--- src/rtl/sq_pkg.sv ---
package sq_pkg;
  localparam int SQ_AW     = 32;
  localparam int SQ_DW     = 32;
  localparam int SQ_NQ     = 2;
  localparam int SQ_WORDS  = 8;
  localparam int SQ_WSEL_W = $clog2(SQ_WORDS);
  localparam int SQ_WSEL_LSB = 2;
  localparam int SQ_QSEL_BIT = SQ_WSEL_LSB + SQ_WSEL_W;

  typedef struct packed {
    logic             q;
    logic [SQ_AW-1:0] tgt;
  } sq_flush_t;
endpackage

--- src/rtl/sq_storage.sv ---
module sq_storage
  import sq_pkg::*;
#(
  parameter int DATA_W = SQ_DW,
  parameter int NQ     = SQ_NQ,
  parameter int WORDS  = SQ_WORDS,
  localparam int WW    = $clog2(WORDS),
  localparam int QW    = (NQ > 1) ? $clog2(NQ) : 1
) (
  input  logic              clk,
  input  logic              rst_n,
  input  logic              wr_en,
  input  logic [QW-1:0]     wr_q,
  input  logic [WW-1:0]     wr_word,
  input  logic [DATA_W-1:0] wr_data,
  input  logic [QW-1:0]     rd_q,
  input  logic [WW-1:0]     rd_word,
  output logic [DATA_W-1:0] rd_out,
  input  logic              lock_on,
  input  logic [QW-1:0]     lock_q,
  input  logic [WW-1:0]     b_word,
  output logic [DATA_W-1:0] b_out
);
  logic [DATA_W-1:0] mem_q [NQ][WORDS];

  for (genvar gq = 0; gq < NQ; gq++) begin : g_queue
    for (genvar gw = 0; gw < WORDS; gw++) begin : g_word
      logic              en;
      logic [DATA_W-1:0] nxt;
      always_comb begin
        en  = wr_en && (wr_q == QW'(gq)) && (wr_word == WW'(gw));
        nxt = wr_data;
      end
      always_ff @(posedge clk or negedge rst_n) begin
        if (!rst_n)  mem_q[gq][gw] <= '0;
        else if (en) mem_q[gq][gw] <= nxt;
      end
    end
  end

  always_comb begin
    rd_out = mem_q[rd_q][rd_word];
    b_out  = mem_q[lock_q][b_word];
  end

  // the queue under drain never takes a write
  assert_locked_queue_R9: assert property (@(posedge clk) disable iff (!rst_n)
    (wr_en && lock_on) |-> (wr_q != lock_q));
endmodule

--- src/rtl/sq_target.sv ---
module sq_target
  import sq_pkg::*;
#(
  parameter int ADDR_W  = SQ_AW,
  parameter int HI_W    = 3,
  parameter int HI_LSB  = 24,
  parameter int RAW_MSB = 25,
  parameter int XL_MSB  = 28,
  localparam logic [ADDR_W-1:0] ALIGN = ~ADDR_W'(31),
  localparam logic [ADDR_W-1:0] RAW_M = ((ADDR_W'(1) << (RAW_MSB+1)) - ADDR_W'(1)) & ALIGN,
  localparam logic [ADDR_W-1:0] XL_M  = ((ADDR_W'(1) << (XL_MSB+1))  - ADDR_W'(1)) & ALIGN
) (
  input  logic [ADDR_W-1:0] pf_addr,
  input  logic              pf_xlat,
  input  logic [HI_W-1:0]   hi0,
  input  logic [HI_W-1:0]   hi1,
  output sq_flush_t         req
);
  logic [HI_W-1:0] hi_sel;
  always_comb begin
    req.q   = pf_addr[SQ_QSEL_BIT];
    hi_sel  = req.q ? hi1 : hi0;
    if (pf_xlat) req.tgt = pf_addr & XL_M;
    else         req.tgt = (pf_addr & RAW_M) | (ADDR_W'(hi_sel) << HI_LSB);
  end
endmodule

--- src/rtl/sq_burst.sv ---
module sq_burst
  import sq_pkg::*;
#(
  parameter int ADDR_W = SQ_AW,
  parameter int WORDS  = SQ_WORDS,
  localparam int WW    = $clog2(WORDS)
) (
  input  logic              clk,
  input  logic              rst_n,
  input  logic              start,
  input  sq_flush_t         start_req,
  input  logic              bus_ready,
  output logic              busy,
  output logic              cur_q,
  output logic [WW-1:0]     beat,
  output logic [ADDR_W-1:0] cur_addr,
  output logic              last
);
  logic              busy_d, q_d;
  logic [WW-1:0]     beat_d;
  logic [ADDR_W-1:0] addr_d;
  logic              adv, load_en;

  always_comb begin
    last    = busy && (beat == WW'(WORDS-1));
    adv     = busy && bus_ready;
    load_en = start && !busy;
    busy_d  = busy;
    beat_d  = beat;
    q_d     = cur_q;
    addr_d  = cur_addr;
    if (load_en) begin
      busy_d = 1'b1;
      beat_d = '0;
      q_d    = start_req.q;
      addr_d = start_req.tgt;
    end else if (adv) begin
      beat_d = beat + WW'(1);
      if (last) busy_d = 1'b0;
    end
  end

  always_ff @(posedge clk or negedge rst_n) begin
    if (!rst_n) begin
      busy <= 1'b0;
      beat <= '0;
    end else begin
      busy <= busy_d;
      beat <= beat_d;
    end
  end

  always_ff @(posedge clk or negedge rst_n) begin
    if (!rst_n) begin
      cur_q    <= 1'b0;
      cur_addr <= '0;
    end else if (load_en) begin
      cur_q    <= q_d;
      cur_addr <= addr_d;
    end
  end

  // a stalled beat holds its address and position
  assert_hold_on_stall_R10: assert property (@(posedge clk) disable iff (!rst_n)
    (busy && !bus_ready) |=> (busy && $stable(beat) && $stable(cur_addr)));
  // taking the last beat ends the burst
  assert_end_after_last_R3: assert property (@(posedge clk) disable iff (!rst_n)
    (last && bus_ready) |=> !busy);
  // a burst begins at word 0
  assert_first_beat_R3: assert property (@(posedge clk) disable iff (!rst_n)
    $rose(busy) |-> (beat == '0));
  // no new accept while a burst runs
  assert_no_restart_R8: assert property (@(posedge clk) disable iff (!rst_n)
    (busy && !last) |=> busy);
endmodule

--- src/rtl/sq_burst_unit.sv ---
module sq_burst_unit
  import sq_pkg::*;
#(
  parameter int ADDR_W = SQ_AW,
  parameter int DATA_W = SQ_DW,
  parameter int HI_W   = 3,
  parameter int HI_LSB = 24
) (
  input  logic              clk,
  input  logic              rst_n,
  input  logic              acc_valid,
  input  logic              acc_we,
  input  logic [ADDR_W-1:0] acc_addr,
  input  logic [DATA_W-1:0] acc_wdata,
  output logic              acc_ready,
  output logic              rd_valid,
  output logic [DATA_W-1:0] rd_data,
  input  logic              hi_we,
  input  logic              hi_sel,
  input  logic [HI_W-1:0]   hi_wdata,
  input  logic              pf_valid,
  input  logic              pf_xlat,
  input  logic [ADDR_W-1:0] pf_addr,
  output logic              pf_ready,
  output logic              bus_valid,
  input  logic              bus_ready,
  output logic [ADDR_W-1:0] bus_addr,
  output logic [DATA_W-1:0] bus_data,
  output logic              bus_last
);
  localparam int WW = SQ_WSEL_W;

  logic [HI_W-1:0]   hi_r [SQ_NQ];
  logic              busy, cur_q, acc_q, wr_en, rd_en, start;
  logic [WW-1:0]     beat, acc_w;
  logic [DATA_W-1:0] rd_word;
  sq_flush_t         req;

  always_comb begin
    acc_q     = acc_addr[SQ_QSEL_BIT];
    acc_w     = acc_addr[SQ_QSEL_BIT-1:SQ_WSEL_LSB];
    acc_ready = !(acc_we && busy && (acc_q == cur_q));
    wr_en     = acc_valid && acc_we && acc_ready;
    rd_en     = acc_valid && !acc_we;
    pf_ready  = !busy;
    start     = pf_valid && pf_ready;
    bus_valid = busy;
  end

  for (genvar gh = 0; gh < SQ_NQ; gh++) begin : g_hi
    logic en;
    always_comb en = hi_we && (hi_sel == 1'(gh));
    always_ff @(posedge clk or negedge rst_n) begin
      if (!rst_n)  hi_r[gh] <= '0;
      else if (en) hi_r[gh] <= hi_wdata;
    end
  end

  always_ff @(posedge clk or negedge rst_n) begin
    if (!rst_n) rd_valid <= 1'b0;
    else        rd_valid <= rd_en;
  end

  always_ff @(posedge clk or negedge rst_n) begin
    if (!rst_n)     rd_data <= '0;
    else if (rd_en) rd_data <= rd_word;
  end

  sq_storage #(.DATA_W(DATA_W), .NQ(SQ_NQ), .WORDS(SQ_WORDS)) u_store (
    .clk(clk), .rst_n(rst_n),
    .wr_en(wr_en), .wr_q(acc_q), .wr_word(acc_w), .wr_data(acc_wdata),
    .rd_q(acc_q), .rd_word(acc_w), .rd_out(rd_word),
    .lock_on(busy), .lock_q(cur_q), .b_word(beat), .b_out(bus_data)
  );

  sq_target #(.ADDR_W(ADDR_W), .HI_W(HI_W), .HI_LSB(HI_LSB)) u_tgt (
    .pf_addr(pf_addr), .pf_xlat(pf_xlat), .hi0(hi_r[0]), .hi1(hi_r[1]), .req(req)
  );

  sq_burst #(.ADDR_W(ADDR_W), .WORDS(SQ_WORDS)) u_burst (
    .clk(clk), .rst_n(rst_n), .start(start), .start_req(req), .bus_ready(bus_ready),
    .busy(busy), .cur_q(cur_q), .beat(beat), .cur_addr(bus_addr), .last(bus_last)
  );

  // a read is answered exactly one cycle later
  assert_read_latency_R2: assert property (@(posedge clk) disable iff (!rst_n)
    rd_en |=> rd_valid);
  // every burst address is 32-byte aligned
  assert_aligned_R4: assert property (@(posedge clk) disable iff (!rst_n)
    bus_valid |-> (bus_addr[4:0] == 5'd0));
  // beat data holds while the bus stalls
  assert_data_hold_R10: assert property (@(posedge clk) disable iff (!rst_n)
    (bus_valid && !bus_ready) |=> $stable(bus_data));
endmodule

--- config.mk ---
export PLATFORM = sky130hd
export DESIGN_NAME = sq_burst_unit
export DESIGN_NICKNAME = d
export VERILOG_FILES = /design/src/rtl/sq_pkg.sv /design/src/rtl/sq_storage.sv /design/src/rtl/sq_target.sv /design/src/rtl/sq_burst.sv /design/src/rtl/sq_burst_unit.sv
export SDC_FILE = /design/constraint.sdc
export NUM_CORES = 1
export LEC_CHECK = 0
export BUFFER_PORTS_ARGS = -buffer_cell sky130_fd_sc_hd__buf_2
export CORE_ASPECT_RATIO = 1.1
export CORE_MARGIN = 1
export CORE_UTILIZATION = 49
export CTS_CLUSTER_DIAMETER = 50
export DETAILED_ROUTE_END_ITERATION = 8
export PLACE_DENSITY_LB_ADDON = 0.15
export SYNTH_ARGS = -nofsm -noshare
export SYNTH_HDL_FRONTEND = slang
export SYNTH_SLANG_ARGS = --single-unit
--- constraint.sdc ---
create_clock -name clk -period 5.7 [get_ports clk]
set_clock_uncertainty 0.2 [all_clocks]
set_input_delay 0 -clock clk [delete_from_list [all_inputs] [get_ports clk]]
set_output_delay 0 -clock clk [all_outputs]
set_load 0.03 [all_outputs]
==> results.txt <==
- The flow ran to the end, and the final reports show no timing, DRC or antenna violations.
* Number of buffers on the longest clock path: 3
- Proportion of layout cells with a drive suffix above 1: 0.420
- The number of global-route vias before repair is 20900.
- STA puts the critical path data required time at around 5.5 ns.
* Number of synthesis warnings: 0
* Count of input and output buffers: 164
- In the layout the commonest cells are 575 x dfrtp_1, 506 x mux2_2, 197 x mux2i_1.
- In the final layout, flip-flops and latches occupy 14500 µm².
* Final clock period utilization by the worst path: 0.679
* Clock-pin transition on the worst setup and hold timing paths: about 0.060 ns
* Largest voltage drop on the vdd net: 0.286 mV
- The worst setup path is launched from a flop.
- Cell at the root of the clock tree: clkbuf_16
- The smallest clock period supported by the final layout is computed as 3.87 ns.
- Synth Area per Inst: 13.8 µm²
- Power per cell area: 460 nW/µm²
* Worst-case headroom to the max-slew limit: 0.222
* Max-capacitance violation count: 0
* Post-CTS setup repair buffer count: 0
* Total Neg Setup Slack: 0 ns
* Maximum frequency from static timing analysis: roughly 260 MHz
- Boundary Pins: 209
- Area of the core: 59700 µm²
* Final estimated routing congestion in global placement: a little under 0.8
- Static leakage power: around 16 nW
- In the final design database the tool counted 2457 nets.
* Maximum fanout encountered on the critical timing path: 42
- Via count: 19900
- Actual slew at the worst max-slew pin: 1.16 ns
- The first routing iteration left 1562 violations.
* Number of hold violations in the final report: 0
- Data arrives at the worst endpoint at roughly 3.7 ns.
- Leaving out fill and tap cells, the most frequent cell in the layout is dfrtp_1.
- DPL Wire Length: roughly 46000 µm
* Layout overhead on the synthesized area: 17.2%
- Sink count of the clock tree: 579
- Pre-CTS worst setup slack: 1.96 ns
- The floorplan step set the die width to 236 µm.
- The worst setup path is captured at an output pin.
- The min-delay analysis places its worst path in the category in -> reg.
- Among all flip-flop cells after synthesis, the most frequent one is dfrtp_1.
- Yosys reg bits: 579
* Total area of multi-input combinational cells: 14300 µm²
- Crit path launch: u_burst.cur_addr[5]
- Row generation in the floorplan step produced 94 rows.
- After technology mapping, the gate count stands at 2140.
- Setup repair after global routing left no endpoint under its margin.
* Number of distinct library cells after synthesis: 36
* Part of the Yosys area used for sequential elements: 0.489
- In this run the critical register-to-register path is launched from u_burst.cur_addr[5].
- Height of the die: 260 µm
- Setup violations remaining at the end of the flow were counted as 0.
- The initial utilization of the core area, before any placement, comes to 0.495.
- Number of vias per cell: between 6 and 7
- The initial antenna violation count was 2.
- The number of antenna diodes in the final layout is 0.
- The layout has 4843 filler cells.
- Total Wirelength: 86000 µm
- The total count of max-transition violations in the final report is 0.
* Number of CTS-inserted buffers: a little over 70
- For this run, design rule violations remaining after detail routing come to 0.
- Die area: a little over 60000 µm²
- Critical path type: reg -> out
* Cell area after synthesis: between 20000 and 30000 µm²
- The total overflow left after global routing is 0.
* Final setup margin: between 1.5 and 2 ns
- DRT Pass-1 Iters: 6
* Total Power: about 16 mW
- Largest net degree at the start of global routing: about 140
- Number of flops mapped to enable cells by yosys: 0
- For the worst-skew pair, the clock arrives at the later sink with an insertion delay of 0.61 ns.
* Hold wc startpoint: pf_xlat
* Routed len/inst: between 20 and 30 µm
* Overall global routing resource usage: 0.285
- Count of antenna-violating nets left after detailed routing: 0
- H-Tree Level Count: 3
* First-pass GRT wire length: between 100000 and 150000 µm
- Clock tree from TritonCTS: yes
* Async S/R FF share, synth: 1.00
==> flip-flops by register name (all words and copies together), names as in the netlist <==
register,count
u_store.mem_q,512
rd_data,32
u_burst.cur_addr,24
hi_r,6
u_burst.beat,3
rd_valid,1
u_burst.busy,1
==> routing by layer <==
layer	part of all wire	up-vias	GRT usage
met5	0.00027	-	0
met1	0.42	10600	0.387
li1	-	8494	-
met4	0.033	4	0.106
met3	0.057	177	0.0444
met2	0.49	671	0.463
==> cells by family after synthesis <==
logic type,share of synthesized area
AOI/OAI and AO/OA,0.0596
xor gates and xnor gates,0.000592
adders and majority gates,0.000845
buffers and inverters,0.0335
DFF,0.489
muxes,0.385
other,0.000127
and+or+nand+nor,0.0305
==> power breakdown <==
part | switching, mW | internal [mW] | total (mW)
registers | 1.11 | 5.26 | 6.37
clock network | 1.80 | 2.89 | 4.69
logic | 2.32 | 2.57 | 4.89
total | 5.23 | 10.7 | 15.9
==> synth_stat cells (33+ instances only) <==
library cell	instances	area [µm²]
dfrtp_1	579	14500
nor2_1	77	289
a21oi_1	33	165
buf_2	85	425
clkbuf_1	88	330
mux2i_1	197	1970
mux2_2	506	5700
o21ai_0	70	350
mux4_2	160	3600
nand2_1	80	300
==> worst max-delay path: stages, from the launching register on <==
cell and delay (ns):
dfrtp_4 0.84, buf_4 0.83, mux4_2 0.61, mux4_2 0.54, buf_2 0.21
==> metrics by stage <==
stage	instance area [µm²]	hold WS (ns)	utilization	std cells
after CTS	34700	0.0221	0.581	3171
after global placement	30900	-0.0221	0.518	2912
final	34700	0.0705	0.581	3171
after floorplan	29600	-0.496	-	2147
after global routing	34700	0.0824	0.581	3171
after detailed placement	30900	-0.0111	0.518	2912
==> cell type report <==
type | count | area share
Clock inverter | 24 | 0.0100
Sequential cell | 579 | 0.418
Multi-Input combinational cell | 1362 | 0.412
Inverter | 1 | 0.000108
Timing Repair Buffer | 332 | 0.0719
Clock buffer | 105 | 0.0605
Tap cell | 768 | 0.0277
==> repair_timing <==
action,4_1_cts,5_1_grt
gates resized for setup,0,0
hold endpoints to repair,683,0
hold buffers,130,0
==> path summary, 6_finish.rpt <==
| path | endpoint | cells past startpoint | slack (ns) |
|---|---|---|---|
| max | bus_data[10] | 4 | 1.83 |
| min | u_burst.cur_addr[27] | 4 | 0.07 |
| max reg2reg | u_store.mem_q[398] | 5 | 1.97 |
| min reg2reg | u_burst.cur_addr[14] | 2 | 0.28 |
| max in group asynchronous | u_store.mem_q[430] | 4 | 4.08 |
| min in group asynchronous | u_store.mem_q[157] | 4 | 0.46 |
No activity file was read; power rests on OpenSTA's default activity.
